==> src/rtl/rtg_pkg.sv <==
package rtg_pkg;

  // Bit position of the upper field in a packed register word
  localparam int FIELD_HI_LSB = 16;
  // Minimum horizontal sync width and minimum gap after blank start, in pixels
  localparam int MIN_SYNC_PIX = 8;

  typedef enum logic [2:0] {
    ADDR_H_SPAN  = 3'd0,
    ADDR_H_BLANK = 3'd1,
    ADDR_H_SYNC  = 3'd2,
    ADDR_V_SPAN  = 3'd3,
    ADDR_V_BLANK = 3'd4,
    ADDR_V_SYNC  = 3'd5,
    ADDR_PANEL   = 3'd6
  } regAddr_e;

  // Datapath to control: counter end markers
  typedef struct packed {
    logic lineEnd;
    logic frameEnd;
  } rasterStatus_t;

  // Control to datapath: strobes
  typedef struct packed {
    logic syncKill;
    logic oddField;
  } ctrlStrobe_t;

endpackage

==> src/rtl/rtg_ctrl.sv <==
module rtg_ctrl
  import rtg_pkg::*;
#(
  parameter int HW = 12,
  parameter int VW = 11
) (
  input  logic          clk,
  input  logic          rstN,
  input  logic          wrEn,
  input  logic [2:0]    wrAddr,
  input  logic [31:0]   wrData,
  input  rasterStatus_t status,
  output logic [HW-1:0] hTotal,
  output logic [HW-1:0] hActive,
  output logic [HW-1:0] hBlankS,
  output logic [HW-1:0] hBlankE,
  output logic [HW-1:0] hSyncS,
  output logic [HW-1:0] hSyncE,
  output logic [VW-1:0] vTotal,
  output logic [VW-1:0] vActive,
  output logic [VW-1:0] vBlankS,
  output logic [VW-1:0] vBlankE,
  output logic [VW-1:0] vSyncS,
  output logic [VW-1:0] vSyncE,
  output ctrlStrobe_t   strobe,
  output logic          field,
  output logic          syncErr
);

  localparam int HI = FIELD_HI_LSB;

  typedef struct packed {
    logic [HW-1:0] hTotal;
    logic [HW-1:0] hActive;
    logic [HW-1:0] hBlankS;
    logic [HW-1:0] hBlankE;
    logic [HW-1:0] hSyncS;
    logic [HW-1:0] hSyncE;
    logic [VW-1:0] vTotal;
    logic [VW-1:0] vActive;
    logic [VW-1:0] vBlankS;
    logic [VW-1:0] vBlankE;
    logic [VW-1:0] vSyncS;
    logic [VW-1:0] vSyncE;
    logic          interlace;
  } timingSet_t;

  timingSet_t    shadowSet;
  timingSet_t    nextSet;
  timingSet_t    workSet;
  logic [VW-1:0] shPanel;
  logic          shCenter;
  logic [VW-1:0] adjAmt;
  logic          commit;

  // Shadow register writes; reserved bits are never stored
  always_ff @(posedge clk or negedge rstN) begin
    if (!rstN) begin
      shadowSet <= '0;
      shPanel   <= '0;
      shCenter  <= 1'b0;
    end else if (wrEn) begin
      case (regAddr_e'(wrAddr))
        ADDR_H_SPAN: begin
          shadowSet.hTotal  <= wrData[HW-1:0];
          shadowSet.hActive <= wrData[HI +: HW];
        end
        ADDR_H_BLANK: begin
          shadowSet.hBlankS <= wrData[HW-1:0];
          shadowSet.hBlankE <= wrData[HI +: HW];
        end
        ADDR_H_SYNC: begin
          shadowSet.hSyncS <= wrData[HW-1:0];
          shadowSet.hSyncE <= wrData[HI +: HW];
        end
        ADDR_V_SPAN: begin
          shadowSet.vTotal  <= wrData[VW-1:0];
          shadowSet.vActive <= wrData[HI +: VW];
        end
        ADDR_V_BLANK: begin
          shadowSet.vBlankS <= wrData[VW-1:0];
          shadowSet.vBlankE <= wrData[HI +: VW];
        end
        ADDR_V_SYNC: begin
          shadowSet.vSyncS <= wrData[VW-1:0];
          shadowSet.vSyncE <= wrData[HI +: VW];
        end
        ADDR_PANEL: begin
          shPanel             <= wrData[VW-1:0];
          shadowSet.interlace <= wrData[HI];
          shCenter            <= wrData[HI+1];
        end
        default: ;
      endcase
    end
  end

  function automatic logic [VW-1:0] satSub(input logic [VW-1:0] a, input logic [VW-1:0] b);
    return (a > b) ? (a - b) : '0;
  endfunction

  // Centering shift for the vertical blank and sync positions
  always_comb begin
    adjAmt = '0;
    if (shCenter && (shPanel > shadowSet.vActive))
      adjAmt = (shPanel - shadowSet.vActive) >> 1;
  end

  always_comb begin
    nextSet         = shadowSet;
    nextSet.vBlankS = satSub(shadowSet.vBlankS, adjAmt);
    nextSet.vBlankE = satSub(shadowSet.vBlankE, adjAmt);
    nextSet.vSyncS  = satSub(shadowSet.vSyncS, adjAmt);
    nextSet.vSyncE  = satSub(shadowSet.vSyncE, adjAmt);
  end

  assign commit = status.lineEnd && status.frameEnd;

  // Working set and field bit change only at frame wrap
  always_ff @(posedge clk or negedge rstN) begin
    if (!rstN) begin
      workSet <= '0;
      field   <= 1'b0;
    end else if (commit) begin
      workSet <= nextSet;
      field   <= nextSet.interlace ? ~field : 1'b0;
    end
  end

  // Legality checks on the working set
  logic hWidthBad;
  logic hGapBad;
  logic vOrderBad;
  logic ilaceBad;

  always_comb begin
    hWidthBad = (workSet.hSyncE < workSet.hSyncS) ||
                ((workSet.hSyncE - workSet.hSyncS) < HW'(MIN_SYNC_PIX - 1));
    hGapBad   = ({1'b0, workSet.hSyncS} < ({1'b0, workSet.hBlankS} + (HW+1)'(MIN_SYNC_PIX)));
    vOrderBad = (workSet.vTotal <= workSet.vActive);
    ilaceBad  = workSet.interlace && (workSet.vTotal[0] || !workSet.vActive[0]);
    syncErr   = hWidthBad || hGapBad || vOrderBad || ilaceBad;
  end

  assign strobe.syncKill = syncErr;
  assign strobe.oddField = field;

  assign hTotal  = workSet.hTotal;
  assign hActive = workSet.hActive;
  assign hBlankS = workSet.hBlankS;
  assign hBlankE = workSet.hBlankE;
  assign hSyncS  = workSet.hSyncS;
  assign hSyncE  = workSet.hSyncE;
  assign vTotal  = workSet.vTotal;
  assign vActive = workSet.vActive;
  assign vBlankS = workSet.vBlankS;
  assign vBlankE = workSet.vBlankE;
  assign vSyncS  = workSet.vSyncS;
  assign vSyncE  = workSet.vSyncE;

  AST_HOLD_MIDFRAME: assert property (@(posedge clk) disable iff (!rstN)
    !commit |=> $stable(workSet));

  AST_FIELD_PROGRESSIVE: assert property (@(posedge clk) disable iff (!rstN)
    !workSet.interlace |-> !field);

  AST_SHADOW_ONLY_WRITE: assert property (@(posedge clk) disable iff (!rstN)
    (!wrEn || (wrAddr == 3'd7)) |=> $stable(shadowSet));

endmodule

==> src/rtl/rtg_datapath.sv <==
module rtg_datapath
  import rtg_pkg::*;
#(
  parameter int HW = 12,
  parameter int VW = 11
) (
  input  logic          clk,
  input  logic          rstN,
  input  logic [HW-1:0] hTotal,
  input  logic [HW-1:0] hActive,
  input  logic [HW-1:0] hBlankS,
  input  logic [HW-1:0] hBlankE,
  input  logic [HW-1:0] hSyncS,
  input  logic [HW-1:0] hSyncE,
  input  logic [VW-1:0] vTotal,
  input  logic [VW-1:0] vActive,
  input  logic [VW-1:0] vBlankS,
  input  logic [VW-1:0] vBlankE,
  input  logic [VW-1:0] vSyncS,
  input  logic [VW-1:0] vSyncE,
  input  ctrlStrobe_t   strobe,
  output rasterStatus_t status,
  output logic [HW-1:0] hCount,
  output logic [VW-1:0] vCount,
  output logic          activeVideo,
  output logic          blank,
  output logic          hSyncOut,
  output logic          vSyncOut
);

  assign status.lineEnd  = (hCount == hTotal);
  assign status.frameEnd = (vCount == vTotal);

  // Pixel and line counters
  always_ff @(posedge clk or negedge rstN) begin
    if (!rstN) begin
      hCount <= '0;
      vCount <= '0;
    end else if (status.lineEnd) begin
      hCount <= '0;
      vCount <= status.frameEnd ? '0 : vCount + 1'b1;
    end else begin
      hCount <= hCount + 1'b1;
    end
  end

  logic [HW:0]   hSpan;
  logic [HW-1:0] halfPix;
  logic [VW:0]   vSyncEndNext;
  logic          hBlankIn;
  logic          vBlankIn;
  logic          hSyncIn;
  logic          vSyncEven;
  logic          vSyncOdd;

  always_comb begin
    hSpan        = {1'b0, hTotal} + 1'b1;
    halfPix      = hSpan[HW:1];
    vSyncEndNext = {1'b0, vSyncE} + 1'b1;

    activeVideo  = (hCount <= hActive) && (vCount <= vActive);
    hBlankIn     = (hCount >= hBlankS) && (hCount <= hBlankE);
    vBlankIn     = (vCount >= vBlankS) && (vCount <= vBlankE);
    blank        = hBlankIn || vBlankIn;

    hSyncIn      = (hCount >= hSyncS) && (hCount <= hSyncE);
    vSyncEven    = (vCount >= vSyncS) && (vCount <= vSyncE);
    vSyncOdd     = ((vCount == vSyncS) && (hCount >= halfPix)) ||
                   ((vCount > vSyncS) && (vCount <= vSyncE)) ||
                   (({1'b0, vCount} == vSyncEndNext) && (hCount < halfPix));

    hSyncOut     = !strobe.syncKill && hSyncIn;
    vSyncOut     = !strobe.syncKill && (strobe.oddField ? vSyncOdd : vSyncEven);
  end

  AST_PIX_WRAP: assert property (@(posedge clk) disable iff (!rstN)
    status.lineEnd |=> (hCount == '0));

  AST_PIX_STEP: assert property (@(posedge clk) disable iff (!rstN)
    !status.lineEnd |=> (hCount == $past(hCount) + 1'b1));

  AST_LINE_HOLD: assert property (@(posedge clk) disable iff (!rstN)
    !status.lineEnd |=> $stable(vCount));

  AST_ERR_SILENCE: assert property (@(posedge clk) disable iff (!rstN)
    strobe.syncKill |-> (!hSyncOut && !vSyncOut));

endmodule

==> src/rtl/raster_timing_gen.sv <==
module raster_timing_gen
  import rtg_pkg::*;
#(
  parameter int HW = 12,
  parameter int VW = 11
) (
  input  logic          clk,
  input  logic          rstN,
  input  logic          wrEn,
  input  logic [2:0]    wrAddr,
  input  logic [31:0]   wrData,
  output logic [HW-1:0] pixX,
  output logic [VW-1:0] lineY,
  output logic          activeVideo,
  output logic          blank,
  output logic          hSync,
  output logic          vSync,
  output logic          field,
  output logic          syncErr
);

  rasterStatus_t status;
  ctrlStrobe_t   strobe;
  logic [HW-1:0] hTotal, hActive, hBlankS, hBlankE, hSyncS, hSyncE;
  logic [VW-1:0] vTotal, vActive, vBlankS, vBlankE, vSyncS, vSyncE;

  rtg_ctrl #(.HW(HW), .VW(VW)) u_ctrl (
    .clk(clk), .rstN(rstN), .wrEn(wrEn), .wrAddr(wrAddr), .wrData(wrData),
    .status(status),
    .hTotal(hTotal), .hActive(hActive), .hBlankS(hBlankS), .hBlankE(hBlankE),
    .hSyncS(hSyncS), .hSyncE(hSyncE),
    .vTotal(vTotal), .vActive(vActive), .vBlankS(vBlankS), .vBlankE(vBlankE),
    .vSyncS(vSyncS), .vSyncE(vSyncE),
    .strobe(strobe), .field(field), .syncErr(syncErr)
  );

  rtg_datapath #(.HW(HW), .VW(VW)) u_datapath (
    .clk(clk), .rstN(rstN),
    .hTotal(hTotal), .hActive(hActive), .hBlankS(hBlankS), .hBlankE(hBlankE),
    .hSyncS(hSyncS), .hSyncE(hSyncE),
    .vTotal(vTotal), .vActive(vActive), .vBlankS(vBlankS), .vBlankE(vBlankE),
    .vSyncS(vSyncS), .vSyncE(vSyncE),
    .strobe(strobe), .status(status),
    .hCount(pixX), .vCount(lineY),
    .activeVideo(activeVideo), .blank(blank),
    .hSyncOut(hSync), .vSyncOut(vSync)
  );

endmodule

==> config.mk <==
export PLATFORM = sky130hd
export DESIGN_NAME = raster_timing_gen
export DESIGN_NICKNAME = d
export VERILOG_FILES = /design/src/rtl/rtg_pkg.sv /design/src/rtl/rtg_ctrl.sv /design/src/rtl/rtg_datapath.sv /design/src/rtl/raster_timing_gen.sv
export SDC_FILE = /design/constraint.sdc
export NUM_CORES = 1
export LEC_CHECK = 0
export ABC_AREA = 1
export BUFFER_PORTS_ARGS = -buffer_cell sky130_fd_sc_hd__clkbuf_2
export CELL_PAD_IN_SITES_DETAIL_PLACEMENT = 0
export CELL_PAD_IN_SITES_GLOBAL_PLACEMENT = 1
export CORE_MARGIN = 5
export CORE_UTILIZATION = 35
export DETAILED_ROUTE_END_ITERATION = 6
export GPL_TIMING_DRIVEN = 0
export MAX_ROUTING_LAYER = met4
export PLACE_DENSITY_LB_ADDON = 0.2
export SKIP_CTS_REPAIR_TIMING = 1
export SYNTH_ARGS = -nofsm -noshare
export SYNTH_HDL_FRONTEND = slang
export SYNTH_SLANG_ARGS = --single-unit
export TNS_END_PERCENT = 100
==> constraint.sdc <==
create_clock -name clk -period 8 [get_ports clk]
set_clock_uncertainty 0.2 [all_clocks]
set_input_delay 1.6 -clock clk [delete_from_list [all_inputs] [get_ports clk]]
set_output_delay 1.6 -clock clk [all_outputs]
set_load 0.005 [all_outputs]
Yosys cells after proc, flatten, opt, wreduce, memory -nomap -nowiden
Cells that the tools add are included.
- bitwise operators: 1
- equality and inequality tests: 10
- reductions and logical operators: 31
- $lt $le $gt $ge: 22
- add/subtract/negate cells: 11
- muxes and demuxes: 9
- operators by type and width (operator ; count):
    $mux 11 ; 5
    $gt 11x10->1 ; 4
    $le 11x11->1 ; 4
    $sub 11x10->11 ; 4
    $ge 12x12->1 ; 3
    $le 12x12->1 ; 3
    $lt 12x12->1 ; 2
    $eq 11x11->1 ; 2
    $ge 11x11->1 ; 2
    $gt 11x11->1 ; 2
    $reduce_and 2->1 ; 7
    $add 12x1->13 const B ; 1
    $add 12x4->13 const B ; 1
    $logic_and 1x1->1 ; 13
    $lt 12x13->1 ; 1
    $add 11x1->12 const B ; 1
    $add 12x1->12 const B ; 1
    $eq 11x12->1 ; 1
    $eq 12x12->1 ; 1
    $lt 12x3->1 const B ; 1
    $mux 12 ; 1
    $sub 12x12->12 ; 1
    $add 11x1->11 const B ; 1
    $sub 11x11->11 ; 1
    9 further kinds ; 21
- output and inout bits: 29
- word-level logic and storage cells: 115
- bits in registers: 314

Longest topological paths before layout
Gate-level depths: netlist of run 1.
- depth in word-level cells: 8
- depth in mapped cells: 22
- mapped depth without buffers: 22

Hierarchy
Synthesis of run 1 repeated with hierarchy kept, for this count alone.
- cells, all modules: 2792
- area total of the unflattened synthesis: 21246.6 µm²
- by module, submodules not included (module ; cells each ; area an instance (µm²) ; seq. area each (µm²) ; instances):
    rtg_ctrl ; 1963 ; 15805.2 ; 7282.0 ; 1
    rtg_datapath ; 829 ; 5441.5 ; 575.6 ; 1

Worst setup path before layout of run 1
OpenSTA, ideal clock, no wires.
- path kind: register to output
- start point: reg u_ctrl.workSet, in the netlist u_ctrl.hTotal[0]
- end point: out vSync
- path slack: 3.731 ns
- data arrival time: 2.469 ns
- cell stages (with the launch flop): 23
- data required time: 6.200 ns
- path through: dfrtp_1 > inv_1 > nor3_1 > nand3_1 > nor2_1 > nand2_1 > nor2_1 > nand3_1 > xor2_1 > inv_1 > ha_1 > nand2_1 > nor2_1 > nand3b_1 > a21oi_1 > nor2_1 > o21ai_0 > nand2_1 > nand2_1 > inv_1 > nand2_1 > inv_1 > nor2_1
- word-level cells in the longest chain between the ends: 7
- elaborated cells on any way between the ends: 9
- RTL lines (item ; RTL line ; RTL):
    from (decl) ; rtg_ctrl.sv:50 ; timingSet_t workSet;
    from (signal assigned) ; rtg_ctrl.sv:125 ; workSet <= nextSet;
    $add 12x1->13 * ; rtg_datapath.sv:57 ; hSpan = {1'b0, hTotal} + 1'b1;
    $ge 12x12->1 ; rtg_datapath.sv:68 ; vSyncOdd = ((vCount == vSyncS) && (hCount >= halfPix)) ||
    $logic_and 1x1->1 ; rtg_datapath.sv:68 ;
    $logic_or 1x1->1 ; rtg_datapath.sv:68 ;
    $logic_or 1x1->1 * ; rtg_datapath.sv:69 ; ((vCount > vSyncS) && (vCount <= vSyncE)) ||
    $mux 1 * ; rtg_datapath.sv:73 ; vSyncOut = !strobe.syncKill && (strobe.oddField ? vSyncOdd : vSyncEven);
    $logic_and 1x1->1 * ; rtg_datapath.sv:73 ;
    to (decl) ; raster_timing_gen.sv:17 ; output logic vSync,
Mark *: on every way between the ends. The rest lies on a longest branch, timed or not.

Worst setup path after layout of run 1
Ends and elaborated chain as after synthesis.

==> results of run 1 <==
power breakdown:
part / switching (uW) / internal, uW / leakage [uW]
clock: 726 / 1140 / 0.000648
combinational: 2800 / 1610 / 0.00647
sequential: 479 / 2060 / 0.00410
total: 4000 / 4810 / 0.0112
synthesized netlist by cell type (all sizes together) (6+ instances only):
library cell	instances	share of area, %
o21ai	328	8.6
or2	7	0.22
nor2	142	2.7
nand4	38	1.2
ha	217	14
nand2	643	12
inv	315	6.0
xnor2	12	0.54
nand3	117	3.0
buf	30	1.0
dfrtp	314	40
nor3	28	0.80
nand3b	6	0.23
o2111ai	6	0.27
o31ai	11	0.42
o21bai	7	0.27
fa	6	0.61
xor2	74	3.3
a21oi	113	2.9
clkbuf	36	0.69
nor4	7	0.22
registers in the layout (all words and copies together), names as in the netlist:
name and count:
u_ctrl.nextSet 95, u_ctrl.shadowSet 44, u_ctrl.hActive 12, u_ctrl.hBlankE 12
u_ctrl.hBlankS 12, u_ctrl.hSyncE 12, u_ctrl.hSyncS 12, u_ctrl.hTotal 12
u_datapath.hCount 12, u_ctrl.shPanel 11, u_ctrl.vActive 11, u_ctrl.vBlankE 11
u_ctrl.vBlankS 11, u_ctrl.vSyncE 11, u_ctrl.vSyncS 11, u_ctrl.vTotal 11
u_datapath.vCount 11, u_ctrl.field 1, u_ctrl.shCenter 1, u_ctrl.workSet 1
metrics by stage:
step | instance area (um2) | worst slack, ns | setup TNS, ns
finish | 22300 | 1.77 | 0
global route | 22300 | 1.47 | 0
CTS | 22300 | 1.76 | 0
detailed placement | 20900 | 2.38 | 0
global placement | 20900 | -1.94 | -598.15
floorplan | 19600 | 3.73 | 0
worst paths after layout:
path	startpoint	end	cells after the start
min	u_ctrl.nextSet[62]$_DFFE_PN0P_	u_ctrl.vTotal[6]$_DFFE_PN0P_	2
min in group asynchronous	rstN	u_ctrl.hTotal[10]$_DFFE_PN0P_	1
max reg2reg	u_ctrl.nextSet[46]$_DFFE_PN0P_	u_ctrl.vBlankE[1]$_DFFE_PN0P_	17
min reg2reg	u_ctrl.nextSet[62]$_DFFE_PN0P_	u_ctrl.vTotal[6]$_DFFE_PN0P_	2
max	u_ctrl.hTotal[0]$_DFFE_PN0P_	vSync	24
max in group asynchronous	rstN	u_datapath.vCount[8]$_DFFE_PN0N_	3
area by class of cell:
type                       count  area (um2)  share of cell area (%)
clock inverter                14         219                   0.983
tap                          748         936                    4.20
timing repair buffer          62         389                    1.75
clock buffer                  54        1110                    5.00
antenna                        1        2.50                  0.0112
inverter                     316        1190                    5.32
sequential                   314        7860                    35.3
buffer                        66         333                    1.49
multi-input combinational   1780       10200                    46.0
per-layer routing:
| layer | wire (um) | GRT usage [%] | up-vias |
|---|---|---|---|
| li1 | - | - | 8343 |
| met1 | 32900 | 32.9 | 8090 |
| met2 | 27600 | 32.4 | 385 |
| met3 | 3700 | 3.42 | 84 |
| met4 | 1570 | 6.12 | 0 |
| met5 | 0 | - | - |
worst reg2reg max path, stage by stage, from the launching register on:
cell and delay (ns):
dfrtp_1 0.44, inv_1 0.13, ha_1 0.31, nand2_1 0.06, o21ai_0 0.30, nand3_1 0.13
o2111ai_1 0.12, nand2_1 0.12, inv_1 0.21, nand3_1 0.47, ha_1 0.54, nand2_1 0.07
nor2_1 0.21, nand4_1 0.12, o31ai_1 0.83, inv_1 0.29, nand3_1 0.18, nand2_1 0.06
placed cells by master (no fill, tap or decap), types with 5 or more instances in the layout:
cell type,count
nor2_1,141
o21bai_1,7
nand3b_1,6
o21ai_2,10
nor3_1,26
bufinv_16,5
a21oi_1,113
o21a_1,5
nand3_1,117
nand2_2,10
clkbuf_2,57
a211oi_1,5
o31ai_1,11
xor2_1,74
buf_2,23
nand2_1,633
inv_1,312
dfrtp_1,314
xnor2_1,12
ha_1,217
clkbuf_1,44
or2_2,7
fa_1,6
o21ai_0,317
o2111ai_1,6
clkbuf_16,40
nand4_1,37
clkbuf_8,7
nor4_1,7
logic make-up (layout without fill, tap and decap cells):
group | after synthesis | after routing | synth area share [%]
and+or+nand+nor | 989 | 989 | 20.9
AOI/OAI and AO/OA | 482 | 482 | 13.0
buffers and inverters | 382 | 512 | 7.74
DFF | 314 | 314 | 40.0
adders and majority gates | 223 | 223 | 14.4
xor gates and xnor gates | 86 | 86 | 3.84
other | 0 | 1 | 0
==> impl_metrics.tcl, run 1 <==
set metrics [dict create \
    status "finished, final reports clean" \
    power_density_nw_per_um2 395 \
    netlist_area_um2 19600 \
    path_max_fanout 3 \
    cts_buffer_depth 3 \
    start_util_pct 35.5 \
    clk_pin_slew_ns 0.06 \
    synth_cell_types 40 \
    yosys_most_used_dff "dfrtp_1" \
    htreeDepth 2 \
    syn_inst 2476 \
    syn2layout_area_growth_pct 13.6 \
    dp_hpwl_mm 49.1 \
    hold_viol_final 0 \
    finalCriticalPeriod_ns 6.23 \
    syn_avg_cell_area_um2 7.93 \
    grt_start_max_net_pins 102 \
    final_util_pct 40.3 \
    required_ns 6.20 \
    crit_slowest_cell "nor2_1" \
    rows 86 \
    power.total_uw 8810 \
    crit_chain "inv_1 -> nor3_1 -> nand3_1 -> nor2_1 -> nand2_1 -> nor2_1 -> nand3_1 -> xor2_1 -> inv_1 -> ha_1 -> nand2_1 -> nor2_1 -> nand3b_1 -> a21oi_1 -> nor2_1 -> o21ai_1 -> buf_4 -> nand2_1 -> nand2_1 -> inv_1 -> nand2_1 -> inv_1 -> nor2_1 -> clkbuf_2" \
    die_x_um 247 \
    crit_path_start_kind "flip-flop" \
    fin_crit_sh_pct 77.9 \
    holdWs_ns 0.271 \
    drive_gt1_share_pct 7.14 \
    clk_latency_ns 0.57 \
    fmax_mhz 161 \
    core_um2 55300 \
    cp_slowest_stage_delay_ns 0.74 \
    avgRoutedWirePerCell_um 19.6 \
    reg2reg_slack_ns 3.09 \
    cp_num_buf_inv 6 \
    cts_tree "yes" \
    finalSetupViolCount 0 \
    criticalPathCategory "reg2out" \
    ys_ff_latch 314 \
    final_cells 3355 \
    async_flop_share_pct 100 \
    clockRootBuffer "clkbuf_16" \
    num-fill-cells 5757 \
    cts_made_buffers 39 \
    maxCapViolCount 0 \
    drtIter0Drc 1173 \
    min_path_type "reg2reg" \
    crit_arrival_ns 4.43 \
    vias 16900 \
    gr-total-overflow 0 \
    track_usage_pct 22.5 \
    synth_warnings 0 \
    synthesis.nets 2737 \
    clock_sinks 314 \
    grt_pass1_vias 16500 \
    drtAntennaViolNets 0 \
    path_delay_family "simple AND/OR/NAND/NOR gates" \
    tightest_slew_ns 1.01 \
    grt_pass1_wl_mm 101 \
    peakVddDrop_uv 152 \
    die_height_um 247 \
    viasPerCell 5.04 \
    port_buffers 58 \
    end_kind "output pin" \
    globalplace.congestion 0.877 \
    first_pass_iters 5 \
    synth_seq_area_share_pct 40.0 \
    dieArea_um2 60900 \
    synth_edf_count 0 \
    dpl.cell_count 3286 \
    leakage_uw 0.0112 \
    wl_mm 65.8 \
    antenna_found_initial 1 \
    report.final.slew_viol_count 0 \
    fin_nets 2840 \
    route.detailed.drc 0 \
    slew_headroom_pct 32.0 \
    rsz0062_at_grt "no" \
    io_pins 67 \
]
(Power assumes the default switching activity.)
==> run 2: changes to the inputs <==
==> constraint.sdc (replaced) <==
create_clock -name clk -period 5.2 [get_ports clk]
set_clock_uncertainty 0.2 [all_clocks]
set_input_delay 1.04 -clock clk [delete_from_list [all_inputs] [get_ports clk]]
set_output_delay 1.04 -clock clk [all_outputs]
set_load 0.005 [all_outputs]
==> run 2 against run 1 <==
  * Critical path depth shrank 4
  * Clock-buffer cell count unchanged
  * Die area unchanged
  * Sequential cell count did not move
  * Non-clock buffer count up 4
  * Combinational power rose by 55%
  * Sequential share of layout area fell by 0.18 points
  * Via count rose by 0.25%
  * Final cell count is 0.15% higher
  * First-iteration DRC count fell by 7.5%
  * Highest routed layer unchanged
==> impl_metrics.tcl, run 2 (synthesis results as in run 1) <==
set metrics [dict create \
    status "finished, final reports clean" \
    fmax_mhz 200 \
    die_height_um 247 \
    fin_crit_sh_pct 96.0 \
    p_seq_share_pct 28.7 \
    final_cells 3360 \
    required_ns 3.96 \
    port_buffers 58 \
    crit_path_start_kind "flip-flop" \
    p_sw_uw 6200 \
    final_cell_mix "nand2_1 (633), o21ai_0 (317), dfrtp_1 (314)" \
    tightest_slew_ns 0.994 \
    maxCapViolCount 0 \
    criticalPathCategory "reg2out" \
    grtUsageMet3_pct 3.42 \
    globalplace.congestion 0.877 \
    slew_headroom_pct 33.2 \
    leakage_uw 0.0113 \
    clkPwrFrac_pct 21.0 \
    wl_mm 65.9 \
    htreeDepth 2 \
    start_util_pct 35.5 \
    largest_register_ffs 95 \
    clk_latency_ns 0.57 \
    vias 16900 \
    rows 86 \
    route.detailed.drc 0 \
    drtIter0Drc 1085 \
    report.final.slew_viol_count 0 \
    grt_start_max_net_pins 102 \
    met2_usage_pct 32.4 \
    num-fill-cells 5750 \
    multiInputGateArea_um2 10300 \
    cts_tree "yes" \
    grt_pass1_vias 16500 \
    clockRootBuffer "clkbuf_16" \
    crit_arrival_ns 3.75 \
    peakVddDrop_uv 237 \
    clk_pin_slew_ns 0.06 \
    io_pins 67 \
    power_density_nw_per_um2 609 \
    grt-busiest-layer "met1" \
    core_um2 55300 \
    antenna_found_initial 1 \
    finalSetupViolCount 0 \
    cts_made_buffers 39 \
    seq_area_um2 7860 \
    switching_share_pct 45.5 \
    dp_hpwl_mm 49.1 \
    avgRoutedWirePerCell_um 19.6 \
    track_usage_pct 22.5 \
    p_int_uw 7430 \
    syn2layout_area_growth_pct 14.1 \
    final_util_pct 40.5 \
    rsz0062_at_grt "yes" \
    end_kind "output pin" \
    viasPerCell 5.04 \
    min_path_type "in2async" \
    cts_buffer_depth 3 \
    grt_pass1_wl_mm 101 \
    use_met1_pct 32.9 \
    pwr-share-comb_pct 50.3 \
    drtAntennaViolNets 0 \
    fin_nets 2844 \
    path_max_fanout 3 \
    gr-total-overflow 0 \
    first_pass_iters 7 \
    hold_viol_final 0 \
    dieArea_um2 60900 \
    layout_commonest_cell "nand2_1" \
    clock_sinks 314 \
    drive_gt1_share_pct 7.85 \
    die_x_um 247 \
    dpl.cell_count 3286 \
    finalCriticalPeriod_ns 4.99 \
]
## run 2: cell count changes in the layout (fill, tap and decap cells not counted), moves of 2 or more
cell	change
nor2_2	+3
nand3_2	+3
ha_1	-2
nand3_1	-3
nor3_1	-2
buf_4	+4
nor2_1	-4
## run 2: final cells by class
cell class | instances | share of cell area (%)
buffer | 65 | 1.47
sequential | 314 | 35.1
tap | 748 | 4.18
timing repair buffer | 67 | 1.92
antenna | 2 | 0.0223
clock buffer | 54 | 4.97
inverter | 316 | 5.30
multi-input combinational | 1780 | 46.1
clock inverter | 14 | 0.978
## run 2: stage by stage
step	TNS [ns]	power [uW]	cell area (um2)	setup WS [ns]	hold slack [ns]
6_report	0	13600	22400	0.210	0.201
5_1_grt	-0.0790	14900	22400	-0.0790	0.220
4_1_cts	-0.479	13600	22300	-0.479	0.182
2_1_floorplan	0	8440	19600	1.49	0.246
3_3_place_gp	-1301.96	10500	20900	-4.18	0.263
3_5_place_dp	0	10700	20900	0.137	0.264
## run 2: final timing paths
| path | start | endpoint | depth (start not counted) | slack (ns) |
|---|---|---|---|---|
| hold reg to reg | u_ctrl.nextSet[62]$_DFFE_PN0P_ | u_ctrl.vTotal[6]$_DFFE_PN0P_ | 2 | 0.27 |
| max in group asynchronous | rstN | u_datapath.vCount[8]$_DFFE_PN0N_ | 3 | 3.28 |
| setup reg to reg | u_ctrl.nextSet[47]$_DFFE_PN0P_ | u_ctrl.vBlankS[1]$_DFFE_PN0P_ | 17 | 0.49 |
| min in group clk | u_ctrl.nextSet[62]$_DFFE_PN0P_ | u_ctrl.vTotal[6]$_DFFE_PN0P_ | 2 | 0.27 |
| hold / removal | rstN | u_ctrl.hTotal[10]$_DFFE_PN0P_ | 1 | 0.20 |
| setup / recovery | u_ctrl.hTotal[0]$_DFFE_PN0P_ | vSync | 20 | 0.21 |
## run 2: worst max-delay path: stages, from the launching register on
cell	delay, ns
dfrtp_1	0.38
ha_2	0.21
nand3_2	0.11
nor2_2	0.13
nand4_1	0.15
nor3_2	0.29
xor2_1	0.18
ha_1	0.26
a21oi_1	0.15
o21a_1	0.15
nand2_1	0.10
nor2_4	0.30
o21ai_2	0.11
buf_6	0.17
nand2_1	0.06
nand2_1	0.04
inv_1	0.08
nand2_1	0.08
inv_1	0.07
nor2_1	0.04
clkbuf_2	0.11
## run 2: metal layers
layer	up-vias	wire length (um)
met5	-	0
met1	8132	33000
met3	84	3700
met2	386	27700
li1	8342	-
met4	0	1530
## run 2: power by group through the flow
| stage | logic (uW) | registers [uW] | clock network [uW] |
|---|---|---|---|
| floorplan | 4830 | 3610 | 0 |
| global placement | 6570 | 3920 | 0 |
| detailed placement | 6740 | 3930 | 0 |
| CTS | 6780 | 3900 | 2930 |
| global route | 7900 | 4000 | 3030 |
| finish | 6850 | 3910 | 2860 |
==> run 3: changes to the inputs <==
--- a/config.mk
+++ b/config.mk
@@ -9,7 +9,7 @@
 export BUFFER_PORTS_ARGS = -buffer_cell sky130_fd_sc_hd__clkbuf_2
 export CELL_PAD_IN_SITES_DETAIL_PLACEMENT = 0
 export CELL_PAD_IN_SITES_GLOBAL_PLACEMENT = 1
-export CORE_MARGIN = 5
+export CORE_MARGIN = 2
 export CORE_UTILIZATION = 35
 export DETAILED_ROUTE_END_ITERATION = 6
 export GPL_TIMING_DRIVEN = 0
==> run 3 against run 2 <==
  * Combinational power is essentially flat
  * Clock-buffer cell count fell by 3
  * Critical path type unchanged
  * Largest cell class unchanged
  * Register-to-register slack lost 0.09 ns
  * Sequential cell count unchanged
  * Sequential power hardly changed
==> impl_metrics.tcl, run 3 (synthesis results as in run 1) <==
set metrics [dict create \
    status "finished, final reports clean" \
    slew_headroom_pct 36.2 \
    globalplace.congestion 0.876 \
    dr_wl_met2_mm 27.1 \
    timing.rr.end "u_ctrl.vBlankS[1]$_DFFE_PN0P_" \
    drtAntennaViolNets 0 \
    report.final.slew_viol_count 0 \
    maxCapViolCount 0 \
    crit_path_start_kind "flip-flop" \
    crit_arrival_ns 3.81 \
    grt_pass1_wl_mm 99.9 \
    dpl.cell_count 3286 \
    reg2reg_slack_ns 0.40 \
    clk_latency_ns 0.57 \
    clk_pin_slew_ns 0.05 \
    end_kind "output pin" \
    fin_nets 2841 \
    required_ns 3.96 \
    power.total_uw 13700 \
    power_density_nw_per_um2 611 \
    wl_met1_mm 32.3 \
    htreeDepth 2 \
    largest_register_ffs 95 \
    viasPerCell 5.05 \
    r2r_start "u_ctrl.nextSet[46]$_DFFE_PN0P_" \
    tightest_slew_ns 0.948 \
    syn2layout_area_growth_pct 14.2 \
    clock_sinks 314 \
    hold_viol_final 0 \
    switching_share_pct 45.4 \
    vias 17000 \
    io_pins 67 \
    criticalPathCategory "reg2out" \
    antenna_found_initial 2 \
    drtIter0Drc 1327 \
    fin_crit_sh_pct 97.1 \
    port_buffers 58 \
    cts_tree "yes" \
    leakage_uw 0.0113 \
    fmax_mhz 198 \
    layout_commonest_cell "nand2_1" \
    p_sw_uw 6210 \
    p_int_uw 7480 \
    final_area_um2 22400 \
    wl_met3_mm 4.44 \
    rsz0062_at_grt "yes" \
    cts_made_buffers 39 \
    cts_buffer_depth 3 \
    final_cells 3359 \
    grt_start_max_net_pins 99 \
    wl_mm 65.6 \
    die_x_um 241 \
    finalSetupViolCount 0 \
    placed_cell_area_um2 20900 \
    finalCriticalPeriod_ns 5.05 \
    track_usage_pct 23.8 \
    clockRootBuffer "clkbuf_16" \
    drive_gt1_share_pct 7.81 \
    avgRoutedWirePerCell_um 19.5 \
    route.detailed.drc 0 \
    gr-total-overflow 0 \
    start_util_pct 35.5 \
    min_path_type "in2async" \
    rows 86 \
    peakVddDrop_uv 220 \
    die_height_um 241 \
    dieArea_um2 58000 \
    p_seq_share_pct 28.6 \
    reg2reg_depth 17 \
    num-fill-cells 5774 \
    core_um2 55300 \
    first_pass_iters 6 \
    diodes 0 \
    holdWs_ns 0.227 \
    grt_pass1_vias 16400 \
    final_cell_mix "nand2_1 (633), o21ai_0 (317), dfrtp_1 (314)" \
    clkPwrFrac_pct 21.5 \
    pwr-share-comb_pct 50.0 \
    path_max_fanout 3 \
    top_layer_used "met4" \
    dp_hpwl_mm 48.7 \
]
==> run 3: power groups by stage <==
stage | sequential (uW) | clock (uW) | combinational (uW)
global placement | 3920 | 0 | 6590
global route | 3990 | 3120 | 7890
floorplan | 3610 | 0 | 4830
detailed placement | 3930 | 0 | 6740
finish | 3910 | 2940 | 6840
CTS | 3890 | 3010 | 6780
==> run 3: worst max-delay path by stage <==
stage	to	slack, ns	from
final	vSync	0.15	u_ctrl.hTotal[1]$_DFFE_PN0P_
after global routing	vSync	-0.16	u_ctrl.hTotal[1]$_DFFE_PN0P_
after CTS	vSync	-0.50	u_ctrl.hTotal[2]$_DFFE_PN0P_
after detailed placement	vSync	0.12	u_ctrl.hTotal[2]$_DFFE_PN0P_
after global placement	u_ctrl.vSyncS[5]$_DFFE_PN0P_	-4.14	rstN
after floorplan	vSync	1.49	u_ctrl.hTotal[0]$_DFFE_PN0P_
==> run 3: cell type report <==
cell class | count | area (um2) | area share, %
plain buffers | 65 | 329 | 1.47
clock buffers | 51 | 1100 | 4.92
clock inverters | 21 | 288 | 1.28
inverters | 316 | 1190 | 5.29
multi-input cells | 1780 | 10300 | 46.0
flip-flops and latches | 314 | 7860 | 35.1
well taps | 748 | 936 | 4.18
repair buffers | 64 | 408 | 1.82
==> run 3: layer usage <==
metal  track usage, %  vias to the layer above
met5                -                        -
met4             7.24                        0
met3             4.36                      100
met2             33.5                      446
met1             34.6                     8075
li1                 -                     8345
==> run 3: critical path, cell delays in order (launching register included) <==
cell	delay, ns
dfrtp_1	0.38
inv_1	0.11
nor3_4	0.22
nand3_2	0.13
nor2_1	0.11
nand2_1	0.10
nor2_2	0.14
nand3_1	0.09
xor2_1	0.15
inv_1	0.06
ha_1	0.27
nand2_1	0.07
nor2_2	0.14
nand3b_1	0.14
a21oi_2	0.17
nor2_4	0.11
o21ai_1	0.13
buf_6	0.19
nand2_1	0.07
nand2_1	0.05
inv_1	0.06
nand2_1	0.10
inv_1	0.06
nor2_1	0.08
clkbuf_2	0.12
==> run 3: per-stage QoR <==
stage          worst slack (ns)  utilization (%)   TNS, ns
4_1_cts                  -0.504             40.4    -0.504
6_report                  0.151             40.5         0
3_5_place_dp              0.118             37.9         0
5_1_grt                  -0.164             40.5    -0.164
3_3_place_gp              -4.14             37.7  -1287.35
2_1_floorplan              1.49                -         0
